===== config.mk =====
export PLATFORM = sky130hd
export DESIGN_NAME = cmpf_top
export DESIGN_NICKNAME = d
export VERILOG_FILES = /design/src/rtl/cmpf_pkg.sv /design/src/rtl/cmpf_sync.sv /design/src/rtl/cmpf_sampler.sv /design/src/rtl/cmpf_filter.sv /design/src/rtl/cmpf_top.sv
export SDC_FILE = /design/constraint.sdc
export NUM_CORES = 1
export LEC_CHECK = 0
export BUFFER_PORTS_ARGS = -buffer_cell sky130_fd_sc_hd__buf_2
export CORE_MARGIN = 5
export CORE_UTILIZATION = 30
export DETAILED_ROUTE_END_ITERATION = 6
export GPL_ROUTABILITY_DRIVEN = 1
export PLACE_DENSITY_LB_ADDON = 0.2
export SETUP_SLACK_MARGIN = 0.5
export SYNTH_ARGS = -nofsm -noshare
export SYNTH_HDL_FRONTEND = slang
export SYNTH_HIERARCHICAL = 1
export SYNTH_SLANG_ARGS = --single-unit

===== constraint.sdc =====
create_clock -name clk -period 2.9 [get_ports clk]
set_input_delay 0.29 -clock clk [delete_from_list [all_inputs] [get_ports clk]]
set_output_delay 0.29 -clock clk [all_outputs]
set_load 0.05 [all_outputs]

===== src/rtl/cmpf_pkg.sv =====
package cmpf_pkg;
    localparam int unsigned DATA_W = 8;
    localparam int unsigned ADDR_W = 2;
    localparam int unsigned CNT_W  = 3;
    localparam int unsigned PER_W  = DATA_W;

    localparam logic [ADDR_W-1:0] ADDR_CTRL = 2'd0;
    localparam logic [ADDR_W-1:0] ADDR_PER  = 2'd1;
    localparam logic [ADDR_W-1:0] ADDR_STAT = 2'd2;
    localparam logic [ADDR_W-1:0] ADDR_AUX  = 2'd3;

    localparam int unsigned ST_RISE = 1;
    localparam int unsigned ST_FALL = 2;

    typedef struct packed {
        logic [CNT_W-1:0] fcount;
        logic             ext_mode;
        logic             invert;
        logic             out_sel;
        logic             pin_en;
        logic             en;
    } ctrl_t;

    typedef struct packed {
        logic dma_en;
        logic fall_ie;
        logic rise_ie;
    } irqcfg_t;
endpackage


===== src/rtl/cmpf_sync.sv =====
module cmpf_sync #(
    parameter int unsigned STAGES = 2
) (
    input  logic clk,
    input  logic rst_n,
    input  logic d,
    output logic q
);
    logic [STAGES-1:0] chain_d, chain_q;

    always_comb begin
        chain_d = {chain_q[STAGES-2:0], d};
    end

    always_ff @(posedge clk or negedge rst_n) begin
        if (!rst_n) chain_q <= '0;
        else        chain_q <= chain_d;
    end

    assign q = chain_q[STAGES-1];
endmodule


===== src/rtl/cmpf_sampler.sv =====
module cmpf_sampler #(
    parameter int unsigned PER_W = 8
) (
    input  logic             clk,
    input  logic             rst_n,
    input  logic             en,
    input  logic             ext_mode,
    input  logic [PER_W-1:0] period,
    input  logic             ext_s,
    output logic             tick
);
    typedef struct packed {
        logic [PER_W-1:0] cnt;
        logic             ext_prev;
    } samp_t;

    samp_t st_d, st_q;
    logic  int_run, int_tick, ext_tick;

    always_comb begin
        st_d     = st_q;
        int_run  = en && !ext_mode && (period != '0);
        int_tick = int_run && (st_q.cnt >= period - PER_W'(1));
        ext_tick = en && ext_mode && ext_s && !st_q.ext_prev;
        st_d.ext_prev = ext_s;
        if (!int_run || int_tick) st_d.cnt = '0;
        else                      st_d.cnt = st_q.cnt + PER_W'(1);
        tick = int_tick || ext_tick;
    end

    always_ff @(posedge clk or negedge rst_n) begin
        if (!rst_n) st_q <= '0;
        else        st_q <= st_d;
    end
endmodule


===== src/rtl/cmpf_filter.sv =====
module cmpf_filter #(
    parameter int unsigned CNT_W = 3
) (
    input  logic             clk,
    input  logic             rst_n,
    input  logic             en,
    input  logic             tick,
    input  logic             sample,
    input  logic [CNT_W-1:0] need,
    output logic             level
);
    localparam logic [CNT_W-1:0] RUN_MAX = {CNT_W{1'b1}};

    typedef struct packed {
        logic             cand;
        logic [CNT_W-1:0] run;
        logic             level;
    } filt_t;

    filt_t st_d, st_q;

    always_comb begin
        st_d = st_q;
        if (!en) begin
            st_d = '0;
        end else if (tick) begin
            if (sample != st_q.cand) begin
                st_d.cand = sample;
                st_d.run  = CNT_W'(1);
            end else if (st_q.run != RUN_MAX) begin
                st_d.run = st_q.run + CNT_W'(1);
            end
            if ((need != '0) && (st_d.run >= need)) st_d.level = sample;
        end
    end

    always_ff @(posedge clk or negedge rst_n) begin
        if (!rst_n) st_q <= '0;
        else        st_q <= st_d;
    end

    assign level = st_q.level;
endmodule


===== src/rtl/cmpf_top.sv =====
module cmpf_top
    import cmpf_pkg::*;
#(
    parameter int unsigned SYNC_STAGES = 2
) (
    input  logic              clk,
    input  logic              rst_n,
    input  logic              raw_in,
    input  logic              ext_strobe,
    input  logic              reg_wr,
    input  logic [ADDR_W-1:0] reg_addr,
    input  logic [DATA_W-1:0] reg_wdata,
    output logic [DATA_W-1:0] reg_rdata,
    input  logic              dma_ack,
    output logic              cmp_pin,
    output logic              cmp_pin_oe,
    output logic              irq,
    output logic              dma_req
);
    localparam int unsigned N_ASYNC = 2;

    typedef struct packed {
        ctrl_t             ctrl;
        logic [PER_W-1:0]  period;
        irqcfg_t           cfg;
        logic [DATA_W-1:0] aux;
        logic              rise;
        logic              fall;
        logic              prev;
    } top_t;

    top_t st_d, st_q;

    logic [N_ASYNC-1:0] async_in, sync_out;
    logic raw_s, ext_s, unfilt, filt_held, filt, tick;
    logic wr_stat, clr_rise, clr_fall, req_any;

    assign async_in = {ext_strobe, raw_in};

    for (genvar i = 0; i < N_ASYNC; i++) begin : g_sync
        cmpf_sync #(.STAGES(SYNC_STAGES)) u_sync (
            .clk  (clk),
            .rst_n(rst_n),
            .d    (async_in[i]),
            .q    (sync_out[i])
        );
    end

    assign raw_s = sync_out[0];
    assign ext_s = sync_out[1];

    cmpf_sampler #(.PER_W(PER_W)) u_sampler (
        .clk     (clk),
        .rst_n   (rst_n),
        .en      (st_q.ctrl.en),
        .ext_mode(st_q.ctrl.ext_mode),
        .period  (st_q.period),
        .ext_s   (ext_s),
        .tick    (tick)
    );

    cmpf_filter #(.CNT_W(CNT_W)) u_filter (
        .clk   (clk),
        .rst_n (rst_n),
        .en    (st_q.ctrl.en),
        .tick  (tick),
        .sample(unfilt),
        .need  (st_q.ctrl.fcount),
        .level (filt_held)
    );

    always_comb begin
        st_d   = st_q;
        unfilt = raw_s ^ st_q.ctrl.invert;

        if (!st_q.ctrl.en)                filt = 1'b0;
        else if (st_q.ctrl.fcount == '0)  filt = st_q.ctrl.ext_mode ? 1'b0 : unfilt;
        else                              filt = filt_held;

        wr_stat  = reg_wr && (reg_addr == ADDR_STAT);
        clr_rise = (wr_stat && reg_wdata[ST_RISE]) || (st_q.cfg.dma_en && dma_ack);
        clr_fall = (wr_stat && reg_wdata[ST_FALL]) || (st_q.cfg.dma_en && dma_ack);

        if (reg_wr) begin
            unique case (reg_addr)
                ADDR_CTRL: st_d.ctrl   = ctrl_t'(reg_wdata);
                ADDR_PER:  st_d.period = reg_wdata;
                ADDR_STAT: st_d.cfg    = irqcfg_t'(reg_wdata[5:3]);
                ADDR_AUX:  st_d.aux    = reg_wdata;
                default:   ;
            endcase
        end

        if (!st_q.ctrl.en) begin
            st_d.rise = 1'b0;
            st_d.fall = 1'b0;
            st_d.prev = 1'b0;
        end else begin
            st_d.prev = filt;
            st_d.rise = (st_q.rise && !clr_rise) || (filt && !st_q.prev);
            st_d.fall = (st_q.fall && !clr_fall) || (!filt && st_q.prev);
        end

        req_any = (st_q.rise && st_q.cfg.rise_ie) || (st_q.fall && st_q.cfg.fall_ie);
        irq     = req_any && !st_q.cfg.dma_en;
        dma_req = req_any && st_q.cfg.dma_en;

        cmp_pin_oe = st_q.ctrl.en && st_q.ctrl.pin_en;
        cmp_pin    = cmp_pin_oe && (st_q.ctrl.out_sel ? unfilt : filt);

        unique case (reg_addr)
            ADDR_CTRL: reg_rdata = st_q.ctrl;
            ADDR_PER:  reg_rdata = st_q.period;
            ADDR_STAT: reg_rdata = {2'b00, st_q.cfg, st_q.fall, st_q.rise, filt};
            default:   reg_rdata = st_q.aux;
        endcase
    end

    always_ff @(posedge clk or negedge rst_n) begin
        if (!rst_n) st_q <= '0;
        else        st_q <= st_d;
    end
endmodule


## Word-level counts from Yosys, hierarchy flattened

Index checks and enable logic that the tools add are counted.

| storage, ports and cells | value |
|---|---|
| register bits | 48 |
| input port bits | 16 |
| logic and storage cells | 96 |

| operators by class | value |
|---|---|
| add/sub/neg operators | 3 |
| magnitude comparators | 2 |
| equality and inequality tests | 8 |
| multiplexer cells | 15 |
| bitwise operators | 1 |
| reduce and logical (&&, ||, !) cells | 46 |

Operators by type and width:

| cell | number |
|---|---|
| $pmux W8 S3 | 1 |
| $logic_and A1 B1 Y1 | 21 |
| $mux W3 | 5 |
| $reduce_and A2 Y1 | 6 |
| $mux W5 | 2 |
| $add A8 B1 Y8 const B | 1 |
| $ge A8 B8 Y1 | 1 |
| $logic_not A1 Y1 | 8 |
| $mux W8 | 1 |
| $reduce_bool A8 Y1 | 1 |
| $sub A8 B1 Y8 const B | 1 |
| $logic_or A1 B1 Y1 | 7 |
| $mux W1 | 6 |
| $ne A2 B1 Y1 const B | 3 |
| $eq A2 B2 Y1 const B | 2 |
| $add A3 B1 Y3 const B | 1 |
| $ge A3 B3 Y1 | 1 |
| $logic_not A3 Y1 | 1 |
| $ne A3 B3 Y1 const B | 1 |
| $reduce_bool A3 Y1 | 1 |
| $eq A2 B1 Y1 const B | 1 |
| $logic_not A2 Y1 | 1 |
| $ne A1 B1 Y1 | 1 |
| $xor A1 B1 Y1 | 1 |

## Logic depth before layout (Yosys ltp)

Gate-level depths: netlist of the first run.

| depth | value |
|---|---|
| depth in word-level cells | 12 |
| mapped depth | 13 |
| depth with buffers taken out | 12 |

## Hierarchy

Netlist of the first run, hierarchy kept.

By module, submodules not included:

| module | times used | cells each | area each (um^2) | sequential area each (um^2) |
|---|---|---|---|---|
| cmpf_top | 1 | 103 | 1437.6 | 750.7 |
| cmpf_sampler | 1 | 76 | 726.9 | 225.2 |
| cmpf_filter | 1 | 42 | 361.6 | 125.1 |
| cmpf_sync | 2 | 2 | 50.0 | 50.0 |

## Worst setup path before layout of the first run

No wires, ideal clock.

| timing path | value |
|---|---|
| path type | register to register |
| start point | register, netlist name st_q[16] |
| end point | register u_filter.st_q (netlist bit u_filter/level) |
| setup time | 79 ps |
| arrival time | 2409 ps |
| data required time | 2821 ps |
| setup slack | 412 ps |
| cell stages (with the launch flop) | 13 |
| path buffers | 1 |
| clock period less this slack | 2488 ps |
| path through | dfrtp_1 nor3_1 nor3b_1 xnor2_1 ha_1 nand2_1 a211o_1 o21ai_0 a32o_1 buf_2 o31ai_1 a21oi_1 mux2i_1 |

RTL lines:

| element | line | text |
|---|---|---|
| end signal: assignment | cmpf_filter.sv:39 | `else st_q <= st_d;` |
| end: declaration | cmpf_filter.sv:20 | `filt_t st_d, st_q;` |

==> impl_metrics.env, run 1 <==
export IMPL_yosys_area_top_type="dfrtp_1"
export IMPL_worst_slew_pin_slew_ns=0.666
export IMPL_endpoint_kind="flop"
export IMPL_drive_gt1_frac=0.391
export IMPL_yosys_area_top_type_share=0.457
export IMPL_final_nets=296
export IMPL_power_share_clock=0.263
export IMPL_busiest_layer="met2"
export IMPL_total_power_mw=1.94
export IMPL_crit_type="flop to flop"
export IMPL_cpMaxStageDelayCell="dfrtp_2"
export IMPL_num_vias=1826
export IMPL_slew_limit_headroom=0.556
export IMPL_clock_sinks=48
export IMPL_area_growth_pct=19.3
export IMPL_vias_per_cell=4.88
export IMPL_async_reset_ff_frac=1.00
export IMPL_grt_use_met3=0.0205
export IMPL_cts_hold_buf=0
export IMPL_pin_count=28
export IMPL_grt_pass1_vias=1912
export IMPL_fillerInstances=863
export IMPL_wl_microns=6100
export IMPL_post_drt_wl_per_cell_microns=16.3
export IMPL_p_sw_mw=0.668
export IMPL_drv_slew=0
export IMPL_path_max_fanout=5
export IMPL_hold_viol=0
export IMPL_syn_nets=256
export IMPL_gr_total_overflow=0
export IMPL_crit_required_ns=3.13
export IMPL_met1_usage=0.165
export IMPL_die_w_microns=104
export IMPL_netlist_top_cells_area="dfrtp_1 (46%), mux2_2 (11%), ha_1 (7.1%), mux4_2 (4.3%), nor2_1 (2.7%)"
export IMPL_cap_violations=0
export IMPL_antenna_found_initial=0
export IMPL_p_seq_frac=0.441
export IMPL_endpoint="u_filter/level"
export IMPL_reg2reg_from="st_q[16]"
export IMPL_rsz0062_at_grt="yes"
export IMPL_worstPathCellList="nor3_4 > buf_4 > buf_4 > xnor2_1 > ha_1 > o21ai_0 > a211o_1 > o21ai_2 > a32o_2 > o31ai_1 > a21oi_1 > mux2i_1"
export IMPL_ys_flop_type="dfrtp_1"
export IMPL_p_leak_nw=1.38
export IMPL_grt_max_degree=30
export IMPL_max_freq_mhz=411
export IMPL_cts_buffers=5
export IMPL_fin_worst_skew_ns=0.00742
export IMPL_ys_ff_latch=48
export IMPL_clkTransAtPathRegs_ns=0.10
export IMPL_rows=34
export IMPL_synth_edf_count=0
export IMPL_dpl_instance_area_sq_um=2910
export IMPL_drc=0
export IMPL_hold_class="input port to async pin"
export IMPL_dieArea_sq_um=10700
export IMPL_p_int_mw=1.27
export IMPL_reg2reg_depth=12
export IMPL_setup_violations=0
export IMPL_ys_top_cells_by_count="dfrtp_1 (48), mux2_2 (26), nor2_1 (19), ha_1 (15), nand2_1 (14)"
export IMPL_io_buffers=27
export IMPL_arrival_ns=2.67
export IMPL_detailed_place_hpwl_microns=4390
export IMPL_p_sw_frac=0.345
export IMPL_htreeDepth=2
export IMPL_coreArea_sq_um=8640
export IMPL_clk_latency_ns=0.31
export IMPL_fin_area_sq_um=3130
export IMPL_grt_pass1_wl_microns=10200
export IMPL_r2r_end="u_filter/level"
export IMPL_r2r_setup_slack_ns=0.47
export IMPL_max_stage_delay_ns=0.48
export IMPL_fin_util=0.363
export IMPL_syn_area_sq_um=2630
export IMPL_place_gp_congestion=0.748
export IMPL_p_per_area_nw_per_um2=618
export IMPL_clock_path_buffers=2
export IMPL_yosysSeqAreaShare=0.457
export IMPL_grt_use_total=0.117
export IMPL_yosys_warnings=6
export IMPL_multi_input_area_sq_um=1410
export IMPL_syn_inst=225
export IMPL_cts_root_buf="clkbuf_8"
export IMPL_ant_nets=0
export IMPL_status="finished, final reports clean"
export IMPL_drt_pass1_iter_count=4
export IMPL_p_comb_frac=0.296
export IMPL_first_iter_violations=77
export IMPL_worst_setup_path_start_kind="flop"
export IMPL_finalSetupTns_ns=0
export IMPL_min_period_ns=2.43
export IMPL_use_met2=0.183
export IMPL_crit_top_cell="buf_4"
export IMPL_peakVddDrop_mv=0.239
export IMPL_final_seq_area_sq_um=1200
export IMPL_num_antenna_cells=0
export IMPL_start_util=0.304
export IMPL_die_h_microns=104
export IMPL_yosysMostFrequentCell="dfrtp_1"
export IMPL_cts_tree="done"
export IMPL_syn_area_per_cell_sq_um=11.7
export IMPL_startpoint="st_q[16]"
export IMPL_synth_cell_types=47
export IMPL_finalCritPeriodShare=0.840
metal layers:
metal  up-vias  part of all wire
met3         5             0.033
met2        33              0.46
met4         0             0.013
met1       906              0.49
met5         -                 0
li1        882                 -
area by class of cell:
class / count / area share
Sequential cell: 48 / 0.384
Tap cell: 108 / 0.0431
Multi-Input combinational cell: 159 / 0.449
Timing Repair Buffer: 38 / 0.0707
Clock buffer: 5 / 0.0220
Inverter: 13 / 0.0156
Clock inverter: 3 / 0.0152
how the worst min path moves through the flow:
stage                           startpoint                           to  cells past startpoint
2_1_floorplan                        rst_n  g_sync[0].u_sync/chain_q[0]                      0
3_3_place_gp   g_sync[0].u_sync/chain_q[0]  g_sync[0].u_sync/chain_q[1]                      0
3_5_place_dp   g_sync[1].u_sync/chain_q[0]  g_sync[1].u_sync/chain_q[1]                      0
4_1_cts                              rst_n                     st_q[20]                      1
5_1_grt                              rst_n                     st_q[18]                      1
6_report                             rst_n            u_sampler/st_q[4]                      1
per-stage QoR:
stage	cells	hold WS [ns]	setup WS (ns)
2_1_floorplan	225	-0.00559	0.520
3_3_place_gp	359	0.333	0.356
3_5_place_dp	359	0.335	0.309
4_1_cts	372	0.0363	0.445
5_1_grt	374	0.0668	0.301
6_report	374	0.00761	0.465
critical path: cells and delay by family, from the launching register on:
kind / cells / cell delay [ns]
flops: 1 / 0.48
xor+xnor: 1 / 0.06
simple gates: 1 / 0.21
mux: 1 / 0.19
fa+ha+maj: 1 / 0.28
buf+inv: 2 / 0.22
compound gates: 6 / 0.92
kinds of logic after synthesis:
kind of cell / share of synthesized area
AO/OA/AOI/OAI: 0.104
buffers and inverters: 0.0300
multiplexers: 0.166
AND/OR/NAND/NOR: 0.119
XOR/XNOR: 0.0529
flip-flops: 0.457
adder cells (fa/ha/maj): 0.0715
layout by cell type, fill, tap and decap left out, types with 5 or more instances in the layout:
cell type	instances
a21oi_1	5
nand2_1	14
nor2_1	17
mux4_2	5
inv_1	12
buf_4	10
dfrtp_1	45
ha_1	14
clkbuf_8	5
buf_2	27
mux2_2	26
xor2_1	7
xnor2_1	7
o21ai_0	7
nand3_1	6
sequential cells by signal, indices dropped and copies added (netlist names):
register / flops
st_q: 30
u_sampler/st_q: 9
u_filter/level: 1
u_filter/st_q: 4
g_sync.u_sync/chain_q: 4
power by group through the flow:
stage	Clock (mW)	Combinational (mW)	Sequential, mW
after detailed placement	0	0.542	0.863
after global placement	0	0.537	0.861
after floorplan	0	0.417	0.830
after global routing	0.554	0.633	0.870
final	0.510	0.573	0.854
after CTS	0.530	0.566	0.854
what timing repair did:
| item | 4_1_cts | 5_1_grt |
|---|---|---|
| gates resized for setup | 9 | 10 |
| gates cloned | 0 | 0 |
| pin swaps | 2 | 9 |
| buffers inserted | 5 | 2 |
| endpoints found under the setup margin | 5 | 5 |
Note: power is estimated with default switching activity, not from simulation.
==> run 2: changes to the inputs <==
==> constraint.sdc (replaced) <==
create_clock -name clk -period 2.3 [get_ports clk]
set_input_delay 0.23 -clock clk [delete_from_list [all_inputs] [get_ports clk]]
set_output_delay 0.23 -clock clk [all_outputs]
set_load 0.05 [all_outputs]
==> run 2 against run 1 <==
  * The flow now finishes with violations (setup timing)
  * Sequential share of layout area is 2.2 points lower
  * Non-clock buffer count rose by 12
  * Worst setup slack got worse by 0.55 ns
  * Total power up 30%
  * First-iteration DRC count is 18% higher
  * Register-to-register slack worse by 0.55 ns
  * Global-route usage grew 0.24 points
  * Final area increased by 6.3%
  * Maximum frequency is 2.2% higher
  * Wire length increased by 1.4%
  * Via count increased by 1.9%
  * Critical path depth rose by 1
  * Critical endpoint is now u_filter/st_q[1]
==> impl_metrics.env, run 2 (synthesized netlist as in run 1, its figures left out) <==
export IMPL_clkTransAtPathRegs_ns=0.10
export IMPL_antenna_found_initial=0
export IMPL_die_w_microns=104
export IMPL_path_max_fanout=7
export IMPL_reg2reg_depth=13
export IMPL_dieArea_sq_um=10700
export IMPL_drc=0
export IMPL_setup_violations=11
export IMPL_hold_viol=0
export IMPL_wl_microns=6190
export IMPL_worst_slew_pin_slew_ns=0.581
export IMPL_cts_buffers=5
export IMPL_final_nets=308
export IMPL_p_per_area_nw_per_um2=753
export IMPL_instances_no_fill=386
export IMPL_post_drt_wl_per_cell_microns=16.0
export IMPL_cap_violations=0
export IMPL_peakVddDrop_mv=0.285
export IMPL_drt_pass1_iter_count=4
export IMPL_drv_slew=0
export IMPL_reg_top3="st_q x30, u_sampler/st_q x9"
export IMPL_rows=34
export IMPL_place_gp_congestion=0.843
export IMPL_drive_gt1_frac=0.424
export IMPL_clock_sinks=48
export IMPL_whs_ns=0.0244
export IMPL_crit_type="flop to flop"
export IMPL_max_freq_mhz=420
export IMPL_p_leak_nw=1.46
export IMPL_hold_class="input port to flop"
export IMPL_hold_path_end="g_sync[0].u_sync/chain_q[0]"
export IMPL_fin_worst_skew_ns=0.00855
export IMPL_mostFrequentLayoutCells="dfrtp_1 (43), mux2_2 (25), buf_2 (20)"
export IMPL_final_common_cell="dfrtp_1"
export IMPL_cts_root_buf="clkbuf_8"
export IMPL_pin_count=28
export IMPL_crit_required_ns=2.54
export IMPL_die_h_microns=104
export IMPL_coreArea_sq_um=8640
export IMPL_min_period_ns=2.38
export IMPL_num_antenna_cells=0
export IMPL_slew_limit_headroom=0.612
export IMPL_min_from="raw_in"
export IMPL_largest_register="st_q"
export IMPL_r2r_setup_slack_ns=-0.08
export IMPL_cts_tree="done"
export IMPL_ant_nets=0
export IMPL_arrival_ns=2.62
export IMPL_endpoint_kind="flop"
export IMPL_first_iter_violations=91
export IMPL_num_vias=1860
export IMPL_largest_register_ffs=30
export IMPL_hold_depth=1
export IMPL_htreeDepth=2
export IMPL_vias_per_cell=4.82
export IMPL_grt_pass1_wl_microns=10400
export IMPL_clk_latency_ns=0.31
export IMPL_status="finished with violations"
export IMPL_failed_checks="setup timing"
export IMPL_fin_area_sq_um=3330
export IMPL_start_util=0.304
export IMPL_dpl_instance_area_sq_um=3020
export IMPL_fin_ws_ns=-0.0823
export IMPL_place_inst=370
export IMPL_detailed_place_hpwl_microns=4530
export IMPL_clock_path_buffers=2
export IMPL_finalSetupTns_ns=-0.261
export IMPL_grt_pass1_vias=2004
export IMPL_rsz0062_at_grt="yes"
export IMPL_grt_use_total=0.119
export IMPL_grt_max_degree=27
export IMPL_reg2reg_from="st_q[15]"
export IMPL_finalCritPeriodShare=1.04
export IMPL_gr_total_overflow=0
export IMPL_io_buffers=27
export IMPL_r2r_end="u_filter/st_q[1]"
export IMPL_area_growth_pct=26.9
export IMPL_worst_setup_path_start_kind="flop"
## run 2: cell types whose count changed in the layout (fill, tap and decap cells not counted), sizes merged
cell | before | now
bufinv | 1 | 0
clkbuf | 5 | 6
buf | 38 | 49
clkinv | 2 | 1
inv | 13 | 14
dlygate4sd3 | 0 | 1
## run 2: worst max-delay path, cell delays in order (launching register included)
cell	delay [ns]
dfrtp_2	0.44
buf_4	0.14
nor3_2	0.09
nand3_1	0.10
xor2_1	0.15
ha_1	0.29
a21oi_1	0.17
o21a_1	0.18
o21ai_1	0.07
a32o_2	0.24
buf_4	0.16
nand3_1	0.08
o21ai_1	0.06
a21oi_1	0.13
## run 2: cell type report
class	instances	area, sq um
clock inverters	2	13.8
well taps	108	135
multi-input cells	159	1440
fillers	875	5300
inverters	13	48.8
repair buffers	50	400
flip-flops and latches	48	1210
clock buffers	6	82.6
## run 2: report_power, final
| part | switching [mW] | leakage (nW) | internal, mW |
|---|---|---|---|
| logic | 0.460 | 0.814 | 0.447 |
| clock network | 0.302 | 0.0516 | 0.247 |
| registers | 0.103 | 0.596 | 0.952 |
## run 2: worst max path at each step
stage	start	end	slack, ns	cells past startpoint
6_report	st_q[15]	u_filter/st_q[1]	-0.08	13
5_1_grt	st_q[15]	u_filter/st_q[1]	-0.21	12
4_1_cts	st_q[15]	u_filter/level	-0.08	11
3_5_place_dp	st_q[14]	u_filter/level	-0.1	11
3_3_place_gp	st_q[14]	u_filter/level	-0.1	11
2_1_floorplan	st_q[14]	u_filter/level	0.02	13
## run 2: through the flow
stage | utilization | setup WS (ns) | total power [mW]
after detailed placement | 0.350 | -0.0997 | 1.84
after global placement | 0.350 | -0.0991 | 1.84
after global routing | 0.386 | -0.215 | 2.66
after floorplan | - | 0.0162 | 1.59
final | 0.386 | -0.0823 | 2.51
after CTS | 0.378 | -0.0843 | 2.49
## run 2: repair_timing
action / CTS / global route
gates resized for setup: 25 / 18
buffers inserted: 6 / 1
endpoints found under the hold margin: 22 / 0
hold buffers: 1 / 0
setup endpoints to repair: 17 / 20
pin swaps: 5 / 1
## run 2: layer usage
layer | vias to the layer above | part of all wire | global-route usage
met5 | - | 0 | 0
met4 | 0 | 0.014 | 0.0366
met3 | 7 | 0.025 | 0.0224
met2 | 28 | 0.46 | 0.182
met1 | 923 | 0.50 | 0.170
li1 | 902 | - | -
